==> src/rtl/nor_probe_pkg.sv <==
package nor_probe_pkg;
  localparam int DATA_W = 32;

  typedef enum logic [1:0] {
    KIND_NONE = 2'd0,
    KIND_BOOT = 2'd1,
    KIND_UNIF = 2'd2
  } flash_kind_e;

  // command words, one 16-bit copy per device lane
  localparam logic [DATA_W-1:0] CMD_UNLOCK_A   = 32'h00AA_00AA;
  localparam logic [DATA_W-1:0] CMD_UNLOCK_B   = 32'h0055_0055;
  localparam logic [DATA_W-1:0] CMD_AUTOSEL    = 32'h0090_0090;
  localparam logic [DATA_W-1:0] CMD_READ_BOOT  = 32'h00FF_00FF;
  localparam logic [DATA_W-1:0] CMD_READ_UNIF  = 32'h00F0_00F0;

  // word indices of the unlock cycles; byte offset is index * 4
  localparam int WORD_UNLOCK_A = 'h555;
  localparam int WORD_UNLOCK_B = 'h2AA;
  localparam int WORD_MFR      = 0;
  localparam int WORD_DEV      = 1;

  // array geometry
  localparam int BOOT_SECTS  = 71;
  localparam int UNIF_SECTS  = 128;
  localparam int BOOT_SMALL  = 8;
  localparam logic [31:0] BOOT_BYTES = 32'h0080_0000;
  localparam logic [31:0] UNIF_BYTES = 32'h0100_0000;
  localparam logic [31:0] SMALL_STEP = 32'h0000_4000;
  localparam logic [31:0] LARGE_STEP = 32'h0002_0000;
endpackage

==> src/rtl/id_classify.sv <==
module id_classify
  import nor_probe_pkg::*;
#(
  parameter logic [DATA_W-1:0] MFR_A    = 32'h0001_0001,
  parameter logic [DATA_W-1:0] MFR_B    = 32'h0004_0004,
  parameter logic [DATA_W-1:0] DEV_BOOT = 32'h22F9_22F9,
  parameter logic [DATA_W-1:0] DEV_UNIF = 32'h22D7_22D7
) (
  input  logic [DATA_W-1:0] mfr_code,
  input  logic [DATA_W-1:0] dev_code,
  output logic              mfr_ok,
  output flash_kind_e       kind
);
  always_comb begin
    mfr_ok = (mfr_code == MFR_A) || (mfr_code == MFR_B);
    if (!mfr_ok)                 kind = KIND_NONE;
    else if (dev_code == DEV_BOOT) kind = KIND_BOOT;
    else if (dev_code == DEV_UNIF) kind = KIND_UNIF;
    else                         kind = KIND_NONE;
  end
endmodule

==> src/rtl/probe_seq.sv <==
module probe_seq
  import nor_probe_pkg::*;
#(
  parameter int                ADDR_W    = 32,
  parameter logic [ADDR_W-1:0] BASE_ADDR = '0,
  parameter int                MAX_SECT  = 128,
  parameter int                CNT_W     = $clog2(MAX_SECT + 1)
) (
  input  logic              clk,
  input  logic              rst_n,
  input  logic              start,
  output logic [ADDR_W-1:0] bus_addr,
  output logic [DATA_W-1:0] bus_wdata,
  output logic              bus_wr,
  output logic              bus_rd,
  input  logic [DATA_W-1:0] bus_rdata,
  input  logic              bus_ack,
  output logic [DATA_W-1:0] mfr_q,
  output logic [DATA_W-1:0] dev_q,
  input  logic              mfr_ok,
  input  flash_kind_e       kind,
  output logic              map_go,
  input  logic              map_done,
  output logic              done,
  output logic              id_ok,
  output flash_kind_e       dev_type,
  output logic [CNT_W-1:0]  sect_count,
  output logic [31:0]       flash_size
);
  localparam int BOOT_N = (BOOT_SECTS > MAX_SECT) ? MAX_SECT : BOOT_SECTS;
  localparam int UNIF_N = (UNIF_SECTS > MAX_SECT) ? MAX_SECT : UNIF_SECTS;
  localparam logic [ADDR_W-1:0] OFS_A   = ADDR_W'(WORD_UNLOCK_A * 4);
  localparam logic [ADDR_W-1:0] OFS_B   = ADDR_W'(WORD_UNLOCK_B * 4);
  localparam logic [ADDR_W-1:0] OFS_MFR = ADDR_W'(WORD_MFR * 4);
  localparam logic [ADDR_W-1:0] OFS_DEV = ADDR_W'(WORD_DEV * 4);

  typedef enum logic [3:0] {
    ST_IDLE, ST_UNLK_A, ST_UNLK_B, ST_AUTOSEL, ST_RD_MFR,
    ST_CHK, ST_RD_DEV, ST_RESTORE, ST_MAP
  } seq_state_e;

  seq_state_e state;

  // bus request is a pure function of the state, so it holds until ack
  always_comb begin
    bus_wr    = 1'b0;
    bus_rd    = 1'b0;
    bus_addr  = BASE_ADDR;
    bus_wdata = '0;
    unique case (state)
      ST_UNLK_A:  begin bus_wr = 1'b1; bus_addr = BASE_ADDR + OFS_A; bus_wdata = CMD_UNLOCK_A; end
      ST_UNLK_B:  begin bus_wr = 1'b1; bus_addr = BASE_ADDR + OFS_B; bus_wdata = CMD_UNLOCK_B; end
      ST_AUTOSEL: begin bus_wr = 1'b1; bus_addr = BASE_ADDR + OFS_A; bus_wdata = CMD_AUTOSEL; end
      ST_RD_MFR:  begin bus_rd = 1'b1; bus_addr = BASE_ADDR + OFS_MFR; end
      ST_RD_DEV:  begin bus_rd = 1'b1; bus_addr = BASE_ADDR + OFS_DEV; end
      ST_RESTORE: begin
        bus_wr    = 1'b1;
        bus_addr  = BASE_ADDR + OFS_MFR;
        bus_wdata = (kind == KIND_UNIF) ? CMD_READ_UNIF : CMD_READ_BOOT;
      end
      default: ;
    endcase
  end

  always_ff @(posedge clk or negedge rst_n) begin
    if (!rst_n) begin
      state      <= ST_IDLE;
      mfr_q      <= '0;
      dev_q      <= '0;
      map_go     <= 1'b0;
      done       <= 1'b0;
      id_ok      <= 1'b0;
      dev_type   <= KIND_NONE;
      sect_count <= '0;
      flash_size <= '0;
    end else begin
      map_go <= 1'b0;
      done   <= 1'b0;
      unique case (state)
        ST_IDLE: if (start) begin
          mfr_q      <= '0;
          dev_q      <= '0;
          id_ok      <= 1'b0;
          dev_type   <= KIND_NONE;
          sect_count <= '0;
          flash_size <= '0;
          state      <= ST_UNLK_A;
        end
        ST_UNLK_A:  if (bus_ack) state <= ST_UNLK_B;
        ST_UNLK_B:  if (bus_ack) state <= ST_AUTOSEL;
        ST_AUTOSEL: if (bus_ack) state <= ST_RD_MFR;
        ST_RD_MFR:  if (bus_ack) begin
          mfr_q <= bus_rdata;
          state <= ST_CHK;
        end
        ST_CHK:     state <= mfr_ok ? ST_RD_DEV : ST_RESTORE;
        ST_RD_DEV:  if (bus_ack) begin
          dev_q <= bus_rdata;
          state <= ST_RESTORE;
        end
        ST_RESTORE: if (bus_ack) begin
          dev_type <= kind;
          id_ok    <= (kind != KIND_NONE);
          unique case (kind)
            KIND_BOOT: begin sect_count <= CNT_W'(BOOT_N); flash_size <= BOOT_BYTES; end
            KIND_UNIF: begin sect_count <= CNT_W'(UNIF_N); flash_size <= UNIF_BYTES; end
            default:   begin sect_count <= '0;             flash_size <= '0;         end
          endcase
          map_go <= 1'b1;
          state  <= ST_MAP;
        end
        ST_MAP: if (map_done) begin
          done  <= 1'b1;
          state <= ST_IDLE;
        end
        default: state <= ST_IDLE;
      endcase
    end
  end


  one_strobe_chk: assert property (@(posedge clk) disable iff (!rst_n)
    !(bus_wr && bus_rd));


  req_hold_chk: assert property (@(posedge clk) disable iff (!rst_n)
    ((bus_wr || bus_rd) && !bus_ack) |=>
      ($stable(bus_addr) && $stable(bus_wdata) && $stable(bus_wr) && $stable(bus_rd)));


  done_pulse_chk: assert property (@(posedge clk) disable iff (!rst_n)
    done |=> !done);


  cnt_limit_chk: assert property (@(posedge clk) disable iff (!rst_n)
    32'(sect_count) <= 32'(MAX_SECT));


  skip_dev_chk: assert property (@(posedge clk) disable iff (!rst_n)
    (state == ST_CHK && !mfr_ok) |=> !bus_rd);
endmodule

==> src/rtl/sect_stream.sv <==
module sect_stream
  import nor_probe_pkg::*;
#(
  parameter int                ADDR_W    = 32,
  parameter logic [ADDR_W-1:0] BASE_ADDR = '0,
  parameter int                CNT_W     = 8
) (
  input  logic              clk,
  input  logic              rst_n,
  input  logic              go,
  input  logic              boot,
  input  logic [CNT_W-1:0]  total,
  output logic              sec_valid,
  input  logic              sec_ready,
  output logic [ADDR_W-1:0] sec_addr,
  output logic [CNT_W-1:0]  sec_index,
  output logic              fin
);
  logic             boot_q;
  logic [CNT_W-1:0] total_q;
  logic [31:0]      step;
  logic             last;

  always_comb begin
    step = (boot_q && (32'(sec_index) < 32'(BOOT_SMALL))) ? SMALL_STEP : LARGE_STEP;
    last = (sec_index == total_q - CNT_W'(1));
  end

  always_ff @(posedge clk or negedge rst_n) begin
    if (!rst_n) begin
      sec_valid <= 1'b0;
      sec_addr  <= '0;
      sec_index <= '0;
      total_q   <= '0;
      boot_q    <= 1'b0;
      fin       <= 1'b0;
    end else begin
      fin <= 1'b0;
      if (go) begin
        sec_valid <= (total != '0);
        sec_addr  <= BASE_ADDR;
        sec_index <= '0;
        total_q   <= total;
        boot_q    <= boot;
        fin       <= (total == '0);
      end else if (sec_valid && sec_ready) begin
        if (last) begin
          sec_valid <= 1'b0;
          fin       <= 1'b1;
        end else begin
          sec_index <= sec_index + CNT_W'(1);
          sec_addr  <= sec_addr + ADDR_W'(step);
        end
      end
    end
  end


  stall_hold_chk: assert property (@(posedge clk) disable iff (!rst_n)
    (sec_valid && !sec_ready) |=>
      (sec_valid && $stable(sec_addr) && $stable(sec_index)));


  index_range_chk: assert property (@(posedge clk) disable iff (!rst_n)
    sec_valid |-> (sec_index < total_q));
endmodule

==> src/rtl/nor_probe_map.sv <==
module nor_probe_map
  import nor_probe_pkg::*;
#(
  parameter int                ADDR_W    = 32,
  parameter logic [ADDR_W-1:0] BASE_ADDR = '0,
  parameter int                MAX_SECT  = 128,
  parameter logic [31:0]       MFR_A     = 32'h0001_0001,
  parameter logic [31:0]       MFR_B     = 32'h0004_0004,
  parameter logic [31:0]       DEV_BOOT  = 32'h22F9_22F9,
  parameter logic [31:0]       DEV_UNIF  = 32'h22D7_22D7,
  localparam int               CNT_W     = $clog2(MAX_SECT + 1)
) (
  input  logic              clk,
  input  logic              rst_n,
  input  logic              start,
  output logic              done,
  output logic [ADDR_W-1:0] bus_addr,
  output logic [31:0]       bus_wdata,
  output logic              bus_wr,
  output logic              bus_rd,
  input  logic [31:0]       bus_rdata,
  input  logic              bus_ack,
  output logic              id_ok,
  output logic [1:0]        dev_type,
  output logic [CNT_W-1:0]  sect_count,
  output logic [31:0]       flash_size,
  output logic              sec_valid,
  input  logic              sec_ready,
  output logic [ADDR_W-1:0] sec_addr,
  output logic [CNT_W-1:0]  sec_index
);
  logic [DATA_W-1:0] mfr_q, dev_q;
  logic              mfr_ok;
  flash_kind_e       kind, type_q;
  logic              map_go, map_done;

  id_classify #(
    .MFR_A(MFR_A), .MFR_B(MFR_B), .DEV_BOOT(DEV_BOOT), .DEV_UNIF(DEV_UNIF)
  ) u_class (
    .mfr_code(mfr_q), .dev_code(dev_q), .mfr_ok(mfr_ok), .kind(kind)
  );

  probe_seq #(
    .ADDR_W(ADDR_W), .BASE_ADDR(BASE_ADDR), .MAX_SECT(MAX_SECT), .CNT_W(CNT_W)
  ) u_seq (
    .clk(clk), .rst_n(rst_n), .start(start),
    .bus_addr(bus_addr), .bus_wdata(bus_wdata), .bus_wr(bus_wr), .bus_rd(bus_rd),
    .bus_rdata(bus_rdata), .bus_ack(bus_ack),
    .mfr_q(mfr_q), .dev_q(dev_q), .mfr_ok(mfr_ok), .kind(kind),
    .map_go(map_go), .map_done(map_done), .done(done),
    .id_ok(id_ok), .dev_type(type_q), .sect_count(sect_count), .flash_size(flash_size)
  );

  sect_stream #(
    .ADDR_W(ADDR_W), .BASE_ADDR(BASE_ADDR), .CNT_W(CNT_W)
  ) u_stream (
    .clk(clk), .rst_n(rst_n), .go(map_go), .boot(type_q == KIND_BOOT),
    .total(sect_count), .sec_valid(sec_valid), .sec_ready(sec_ready),
    .sec_addr(sec_addr), .sec_index(sec_index), .fin(map_done)
  );

  assign dev_type = type_q;


  id_flag_chk: assert property (@(posedge clk) disable iff (!rst_n)
    id_ok == (dev_type != 2'd0));


  no_stream_unknown_chk: assert property (@(posedge clk) disable iff (!rst_n)
    (dev_type == 2'd0) |-> !sec_valid);
endmodule

==> config.mk <==
export PLATFORM = sky130hd
export DESIGN_NAME = nor_probe_map
export DESIGN_NICKNAME = d
export VERILOG_FILES = /design/src/rtl/nor_probe_pkg.sv /design/src/rtl/id_classify.sv /design/src/rtl/probe_seq.sv /design/src/rtl/sect_stream.sv /design/src/rtl/nor_probe_map.sv
export SDC_FILE = /design/constraint.sdc
export NUM_CORES = 1
export LEC_CHECK = 0
export BUFFER_PORTS_ARGS = -buffer_cell sky130_fd_sc_hd__buf_2
export CORE_MARGIN = 2
export CORE_UTILIZATION = 50
export CTS_BUF_LIST = sky130_fd_sc_hd__clkbuf_16
export DETAILED_ROUTE_END_ITERATION = 7
export PLACE_DENSITY = 0.79
export SLEW_MARGIN = 0
export SYNTH_ARGS = -nofsm -noshare
export SYNTH_HDL_FRONTEND = slang
export SYNTH_SLANG_ARGS = --single-unit
export TNS_END_PERCENT = 100
==> constraint.sdc <==
create_clock -name clk -period 4.8 [get_ports clk]
set_clock_uncertainty 0.05 [all_clocks]
set_input_delay 0.96 -clock clk [delete_from_list [all_inputs] [get_ports clk]]
set_output_delay 0.96 -clock clk [all_outputs]
set_load 0.005 [all_outputs]
==> impl_metrics.ini, run 1 <==
[floorplanning]
die_area_um2 = 12700
rows = 39
die_w_um = 112
die_h_um = 112
coreArea_um2 = 11500
ios = 188
start_util_pct = 51.3

[layout]
synthToLayoutAreaGrowth_pct = 7.38
post_route_cells_drive_above_1_share_pct = 19.0
diodes = 0
n_fill_cell = 1048
fin_nets = 777

[sta]
fin_crit_sh_pct = 72.7
setup_viol_count_final = 0
drv_slew = 0
hold_viol = 0
timing.fmax_mhz = 287
holdWs_ns = 0.425
relSlewSlack_pct = 33.3
setup_tns_ns = 0
rsz0062_at_grt = false
period_needed_ns = 3.49
tightest_slew_ns = 1.00

[status]
outcome = finished clean

[synthesis]
async_flop_share_pct = 100
synth_top_area_cell = dfrtp_1
synth_warnings = 0
synth_seq_cells = 106
synth_flop_cell = dfrtp_1
synth_top_area_share_pct = 45.1
syn-cell-area_um2 = 5880
seq_area_frac_synth_pct = 45.1
syn_area_per_cell_um2 = 8.78
syn_inst = 670
synth.most_common_cell = nand2_1
synth_cell_types = 59
synth_edf_count = 0
netlist_top_cells_count = nand2_1, buf_4, dfrtp_1, nand3_1, o21ai_0
yosys-top-cells-area = dfrtp_1, buf_4, nand2_1, nand3_1, o21ai_0

[route]
m1WireLength_mm = 5.36
met2_length_mm = 5.97
wl_met3_um = 547
vias_per_cell = 5.02
drt_first_pass_iters = 4
topRoutingLayerUsed = met4
dr_total_vias = 4438
wire_per_inst_um = 13.6
ant_nets = 0
drt_iter0_drc = 302
drc_errors = 0
finalWirelength_mm = 12.0

[cts]
cts-root-buf = clkbuf_16
clkSlewWorstSetupHoldPaths_ns = 0.07
clock_path_buffers = 2
cts_setup_buffers = 0
htreeDepth = 3
clock-sinks = 106
cts_tree = done
cts_hold_buf = 0
clk_latency_ns = 0.34
cts-resized-gates = 0
cts_buffers = 9

[worst_setup_path]
startpoint_type = register
end_kind = output pin
crit_type = reg -> out
rr_startpoint = u_stream.sec_index[3]
worst-path-max-fanout = 7
worstPathRequired_ns = 3.79
startpoint = u_seq.mfr_q[21]
cp.arrival_ns = 2.48

[power]
vdd_ir_drop_max_v = 0.000294
p_per_area_nw_per_um2 = 513
leakagePower_nw = 3.24

[grt]
grt.overflow.total = 0
grt_max_degree = 72
gr-usage-all-layers_pct = 19.3
grt_pass1_vias = 3998
antenna_found_initial = 0
grt_first_pass_wirelength_mm = 19.9

[placed_design]
io_buffers = 103
dpl.hpwl_mm = 8.64
place_congestion = 0.797

[hold_path]
hold_path.class = reg -> reg
hp-start = u_seq.mfr_q[21]

[job]
drv_cap = 0
-- registers in the layout, summed over array words and instances, names as in the netlist, 2 cells and up --
signal,count
u_seq.dev_type,2
u_seq.mfr_q,32
u_stream.sec_addr,18
u_seq.dev_q,32
u_stream.total_q,2
u_seq.state,4
u_stream.sec_index,8
-- cell families after synthesis --
family	count (synthesis)	share of synthesized area [%]
AOI/OAI and AO/OA	92	9.78
buffers and inverters	146	16.5
DFF	106	45.1
xor gates and xnor gates	11	1.77
adders and majority gates	4	0.851
muxes	11	2.21
and+or+nand+nor	299	23.8
other	1	0.0637
-- report_power, final --
group | switching (mW) | total, mW | internal [mW]
sequential | 0.242 | 1.40 | 1.16
clock | 0.327 | 0.731 | 0.404
combinational | 0.658 | 1.11 | 0.449
total | 1.23 | 3.24 | 2.02
-- area by class of cell --
cell class / count / area (µm²) / area share (%)
sequential: 106 / 2650 / 42.0
multi-input combinational: 501 / 2590 / 41.1
timing repair buffer: 109 / 563 / 8.91
clock buffer: 9 / 225 / 3.56
tap: 143 / 179 / 2.83
clock inverter: 7 / 70.1 / 1.11
inverter: 9 / 33.8 / 0.535
-- critical path, stage by stage, from the launching register on --
cell and delay (ns):
dfrtp_1 0.38, nor4_1 0.35, nand3_1 0.14, nor4_1 0.46
nand4_1 0.36, o21a_1 0.32, buf_2 0.13
-- path summary, 6_finish.rpt --
kind / depth (start not counted) / slack [ns] / end
worst max-delay path: 6 / 1.31 / bus_wdata[16]
max in group asynchronous: 2 / 3.03 / u_seq.dev_q[7]
min in group asynchronous: 1 / 0.69 / u_stream.sec_addr[28]
worst min-delay path: 2 / 0.42 / u_seq.mfr_q[21]
worst max register to register: 10 / 2.03 / u_stream.sec_addr[30]
worst min register to register: 2 / 0.42 / u_seq.mfr_q[21]
-- per-stage QoR --
step / cell area, µm² / power, mW / std cells / setup slack [ns] / util [%]
after detailed placement: 6020 / 2.54 / 868 / 1.67 / 52.5
after CTS: 6320 / 3.28 / 884 / 1.27 / 55.1
after global routing: 6320 / 3.50 / 884 / 1.18 / 55.1
after floorplan: 6200 / 2.27 / 753 / 2.01 / -
final: 6320 / 3.24 / 884 / 1.31 / 55.1
after global placement: 6020 / 2.50 / 868 / 1.74 / 52.5
-- layout by cell type (no fill, tap or decap), types with 4 or more instances in the layout --
cell type,Yosys,final
a211oi_1,7,7
a21oi_1,12,12
and3_1,6,6
buf_2,3,102
buf_4,107,7
clkbuf_16,0,9
conb_1,1,84
dfrtp_1,106,106
ha_1,4,4
inv_1,9,10
mux2_2,4,4
nand2_1,157,157
nand2b_1,6,6
nand3_1,43,43
nand4_1,9,9
nor2_1,33,32
nor2b_1,6,6
nor4_1,12,12
nor4bb_1,4,4
o21a_1,4,4
o21ai_0,42,42
o31ai_1,5,5
or4_1,4,4
xnor2_1,7,7
-- per-layer routing --
layer / up-vias / global-route usage, %
li1: 2214 / -
met1: 2097 / 26.8
met2: 115 / 31.3
met3: 12 / 3.56
met4: 0 / 5.61
met5: - / 0
Note: power is estimated with default switching activity, not from simulation.
==> inputs of run 2 (changes only) <==
Settings changed: CORE_UTILIZATION 50 to 47, PLACE_DENSITY 0.79 to 0.78.
Clock period 4.8 ns to 2.97 ns, I/O delays scaled along.
==> run 2 against run 1 <==
Worst setup slack worse by 1.2 ns. Register-to-register slack worse by 1.8 ns. Highest routed layer unchanged. Combinational power is 63% higher.
==> impl_metrics.ini, run 2 (same netlist as run 1, synthesis figures left out) <==
[route]
ant_nets = 0
drt_iter0_drc = 306
finalWirelength_mm = 12.2
vias_per_cell = 4.92
wire_per_inst_um = 13.4
dr_total_vias = 4497
drt_first_pass_iters = 5
drc_errors = 0

[floorplanning]
die_area_um2 = 13400
coreArea_um2 = 12100
die_w_um = 116
start_util_pct = 48.6
die_h_um = 116
rows = 40
ios = 188

[placed_design]
dpl.hpwl_mm = 8.84
place_congestion = 0.840
io_buffers = 103

[worst_setup_path]
startpoint = u_seq.mfr_q[29]
ff2ff_path_depth = 10
cp.arrival_ns = 2.18
cp_common_cell = nor4_1
crit_family = simple AND/OR/NAND/NOR gates
crit_type = reg -> out
startpoint_type = register
worstPathRequired_ns = 2.33
slowest_delay_ns = 0.39
rr_startpoint = u_stream.sec_index[3]
cp.depth = 6
worst-path-max-fanout = 4
reg2reg_slack_ns = 0.25
r2r_end = u_stream.sec_addr[30]
critPathBufInv = 1
crit_chain = nor4_1, nand3_1, nor4_1, nand4_1, o21a_1, buf_2
cp-endpoint = bus_wdata[3]
crit_slowest_cell = dfrtp_1
end_kind = output pin

[cts]
cts_hold_buf = 0
clock-sinks = 106
cts-root-buf = clkbuf_16
cts_buffers = 9
clk_latency_ns = 0.34
clock_path_buffers = 2
cts_tree = done
clkSlewWorstSetupHoldPaths_ns = 0.07
htreeDepth = 3

[grt]
grt_pass1_vias = 4130
antenna_found_initial = 0
gr-usage-all-layers_pct = 18.8
grt_first_pass_wirelength_mm = 20.2
grt_max_degree = 65
grt.overflow.total = 0

[sta]
timing.fmax_mhz = 354
holdWs_ns = 0.170
rsz0062_at_grt = false
setup_tns_ns = 0
drv_slew = 0
hold_viol = 0
setup_viol_count_final = 0
fin_crit_sh_pct = 95.1
relSlewSlack_pct = 32.1
period_needed_ns = 2.83
tightest_slew_ns = 1.02

[power]
p_per_area_nw_per_um2 = 820
p_int_mw = 3.27
leakagePower_nw = 3.29
p_sw_mw = 1.99
swShare_pct = 37.8
p_seq_share_pct = 43.4
pwr-share-comb_pct = 34.4
clockPowerShare_pct = 22.2
vdd_ir_drop_max_v = 0.000595

[layout]
post_route_cells_drive_above_1_share_pct = 19.6
synthToLayoutAreaGrowth_pct = 9.04
final_cell_mix = nand2_1, dfrtp_1, buf_2, conb_1, nand3_1
reg_top3 = u_seq.dev_q x32, u_seq.mfr_q x32, u_stream.sec_addr x18
fin_nets = 782
diodes = 0
final_common_cell = nand2_1

[hold_path]
hold_path.class = in -> async

[job]
drv_cap = 0

[status]
outcome = finished clean
==> run 2: how the worst min path moves through the flow <==
stage,start,end
after floorplan,rst_n,u_seq.dev_q[0]
after global placement,u_seq.mfr_q[15],u_seq.mfr_q[15]
after detailed placement,u_seq.mfr_q[15],u_seq.mfr_q[15]
after CTS,rst_n,u_stream.fin
after global routing,rst_n,u_stream.fin
final,rst_n,u_stream.sec_addr[29]
==> run 2: metrics by stage <==
| stage | area, µm² | worst slack, ns | utilization [%] | instances | total power [mW] |
|---|---|---|---|---|---|
| CTS | 6400 | 0.0206 | 52.8 | 914 | 5.31 |
| finish | 6420 | 0.144 | 53.0 | 914 | 5.26 |
| detailed placement | 6100 | 0.270 | 50.4 | 898 | 4.13 |
| floorplan | 6200 | 0.542 | - | 753 | 3.68 |
| global placement | 6100 | 0.438 | 50.4 | 898 | 4.07 |
| global route | 6420 | 0.00837 | 53.0 | 914 | 5.70 |
==> run 2: repair_timing <==
action                     CTS  global route
setup endpoints to repair    0             8
setup buffers                0             0
gates resized for setup      0             3
==> run 2: cell type report <==
class	count	area, µm²
fillers	1153	5700
well taps	168	210
clock buffers	9	225
flip-flops and latches	106	2650
inverters	9	33.8
clock inverters	7	67.6
repair buffers	114	613
multi-input cells	501	2610
==> run 2: layer usage <==
metal / global-route usage (%) / wire [µm] / up-vias / part of all wire [%]
met5: 0 / 0 / - / 0
li1: - / - / 2219 / -
met3: 3.97 / 758 / 10 / 6.2
met4: 4.68 / 137 / 0 / 1.1
met2: 31.0 / 6080 / 135 / 50
met1: 25.5 / 5230 / 2133 / 43
==> run 2: power groups by stage <==
stage                     Sequential (mW)  Combinational [mW]  Clock [mW]
after global routing                 2.35                2.09        1.26
after CTS                            2.28                1.83        1.20
after global placement               2.28                1.78           0
after detailed placement             2.30                1.83           0
after floorplan                      2.15                1.52           0
final                                2.28                1.81        1.17
==> inputs of run 3 (changes only) <==
Settings changed: CORE_MARGIN 2 to 1.5, PLACE_DENSITY 0.78 to 0.8.
==> run 3 against run 2 <==
Critical path depth is the same. Maximum frequency is 0.30% higher. Hold slack improved by 0.0080 ns. Register-to-register slack about the same. Worst setup slack improved by 0.0085 ns. Sequential power barely moved. Non-clock buffer count decreased by 2. Count of clock-buffer cells in the layout is the same.
==> impl_metrics.ini, run 3 (same netlist as run 1, synthesis figures left out) <==
[sta]
period_needed_ns = 2.82
setup_ws_ns = 0.153
setup_viol_count_final = 0
drv_slew = 0
timing.fmax_mhz = 355
relSlewSlack_pct = 32.4
hold_viol = 0
tightest_slew_ns = 1.01
setup_tns_ns = 0
fin_crit_sh_pct = 94.9

[worst_setup_path]
cp_common_cell = nor4_2
end_kind = output pin
slowest_delay_ns = 0.40
crit_type = reg -> out
worst-path-max-fanout = 4
reg2reg_slack_ns = 0.25
startpoint_type = register
crit_chain = nor4_2, nand3_1, nor4_2, nand4_1, o21a_1, buf_2
worstPathRequired_ns = 2.33
crit_slowest_cell = dfrtp_1
cp.arrival_ns = 2.17

[floorplanning]
rows = 40
die_h_um = 115
die_w_um = 115
die_area_um2 = 13200
ios = 188
coreArea_um2 = 12100
start_util_pct = 48.6

[cts]
htreeDepth = 3
cts_tree = done
clock_path_buffers = 2
cts_buffers = 9
clk_latency_ns = 0.35
clkSlewWorstSetupHoldPaths_ns = 0.07
cts-root-buf = clkbuf_16
clock-sinks = 106

[power]
finalPower_mw = 5.30
vdd_ir_drop_max_v = 0.000429
p_per_area_nw_per_um2 = 827
leakagePower_nw = 3.28

[route]
drc_errors = 0
wire_per_inst_um = 13.6
dr_total_vias = 4470
drt_first_pass_iters = 4
drt_iter0_drc = 400
vias_per_cell = 4.91
ant_nets = 0
finalWirelength_mm = 12.4

[layout]
post_route_cells_drive_above_1_share_pct = 19.9
seq_area_um2 = 2650
synthToLayoutAreaGrowth_pct = 9.02
final_common_cell = nand2_1
diodes = 0
reg_top3 = u_seq.dev_q x32, u_seq.mfr_q x32, u_stream.sec_addr x18
n_fill_cell = 1150
fin_nets = 780
utilization_pct = 53.0
final_cell_mix = nand2_1, dfrtp_1, buf_2, conb_1, nand3_1
multi_input_area_um2 = 2640

[grt]
grt_first_pass_wirelength_mm = 19.8
grt_max_degree = 68
grt_pass1_vias = 4017
grt.overflow.total = 0
antenna_found_initial = 0
gr-usage-all-layers_pct = 19.1

[status]
outcome = finished clean

[placed_design]
dp_slack_ns = 0.300
io_buffers = 103
place_congestion = 0.827
dpl.hpwl_mm = 8.80

[hold_path]
hold_path.class = in -> async

[job]
drv_cap = 0
## run 3: cell count changes in the layout (fill, tap and decap cells not counted), sizes merged
cell / previous run / this run
buf: 114 / 112
clkinv: 3 / 1
## run 3: path summary, 6_finish.rpt
kind / cells after the start / start / end
worst max register to register: 10 / u_stream.sec_index[4] / u_stream.sec_addr[30]
worst max-delay path: 6 / u_seq.mfr_q[29] / bus_wdata[18]
worst min-delay path: 1 / rst_n / u_stream.sec_addr[30]
worst min register to register: 2 / u_seq.mfr_q[6] / u_seq.mfr_q[6]
min in group clk: 2 / u_seq.mfr_q[6] / u_seq.mfr_q[6]
max in group asynchronous: 2 / rst_n / u_seq.mfr_q[10]
## run 3: layout make-up
cell class	count	share of cell area [%]
clock buffer	9	3.51
timing repair buffer	112	9.32
sequential	106	41.3
clock inverter	5	0.878
multi-input combinational	501	41.1
tap	168	3.28
inverter	9	0.527
## run 3: worst max-delay path, delay by kind of cell (launching register included)
family	cells	cell delay, ns
flip-flops	1	0.40
buffers and inverters	1	0.13
AND/OR/NAND/NOR	4	1.02
AO/OA/AOI/OAI	1	0.27
## run 3: stage by stage
stage	hold slack [ns]	cell area, µm²	instances
finish	0.178	6410	910
global route	0.218	6410	910
CTS	0.187	6370	910
detailed placement	0.407	6090	896
global placement	0.402	6090	896
floorplan	0.248	6200	753
## run 3: power by group
part           internal [mW]  total [mW]  switching (mW)
combinational          0.753        1.85            1.09
clock                  0.646        1.16           0.510
sequential              1.88        2.30           0.420
## run 3: metal layers
metal | up-vias | GRT usage, % | share of wire [%]
met5 | - | 0 | 0
met4 | 0 | 6.09 | 1.7
met3 | 17 | 3.95 | 4.8
met2 | 116 | 30.4 | 49
met1 | 2133 | 26.2 | 45
li1 | 2204 | - | -
## run 3: timing repair
action,CTS,global route
hold buffers,0,0
endpoints found under the hold margin,0,0
setup endpoints to repair,0,8
setup buffers,0,0
resized for setup,0,7
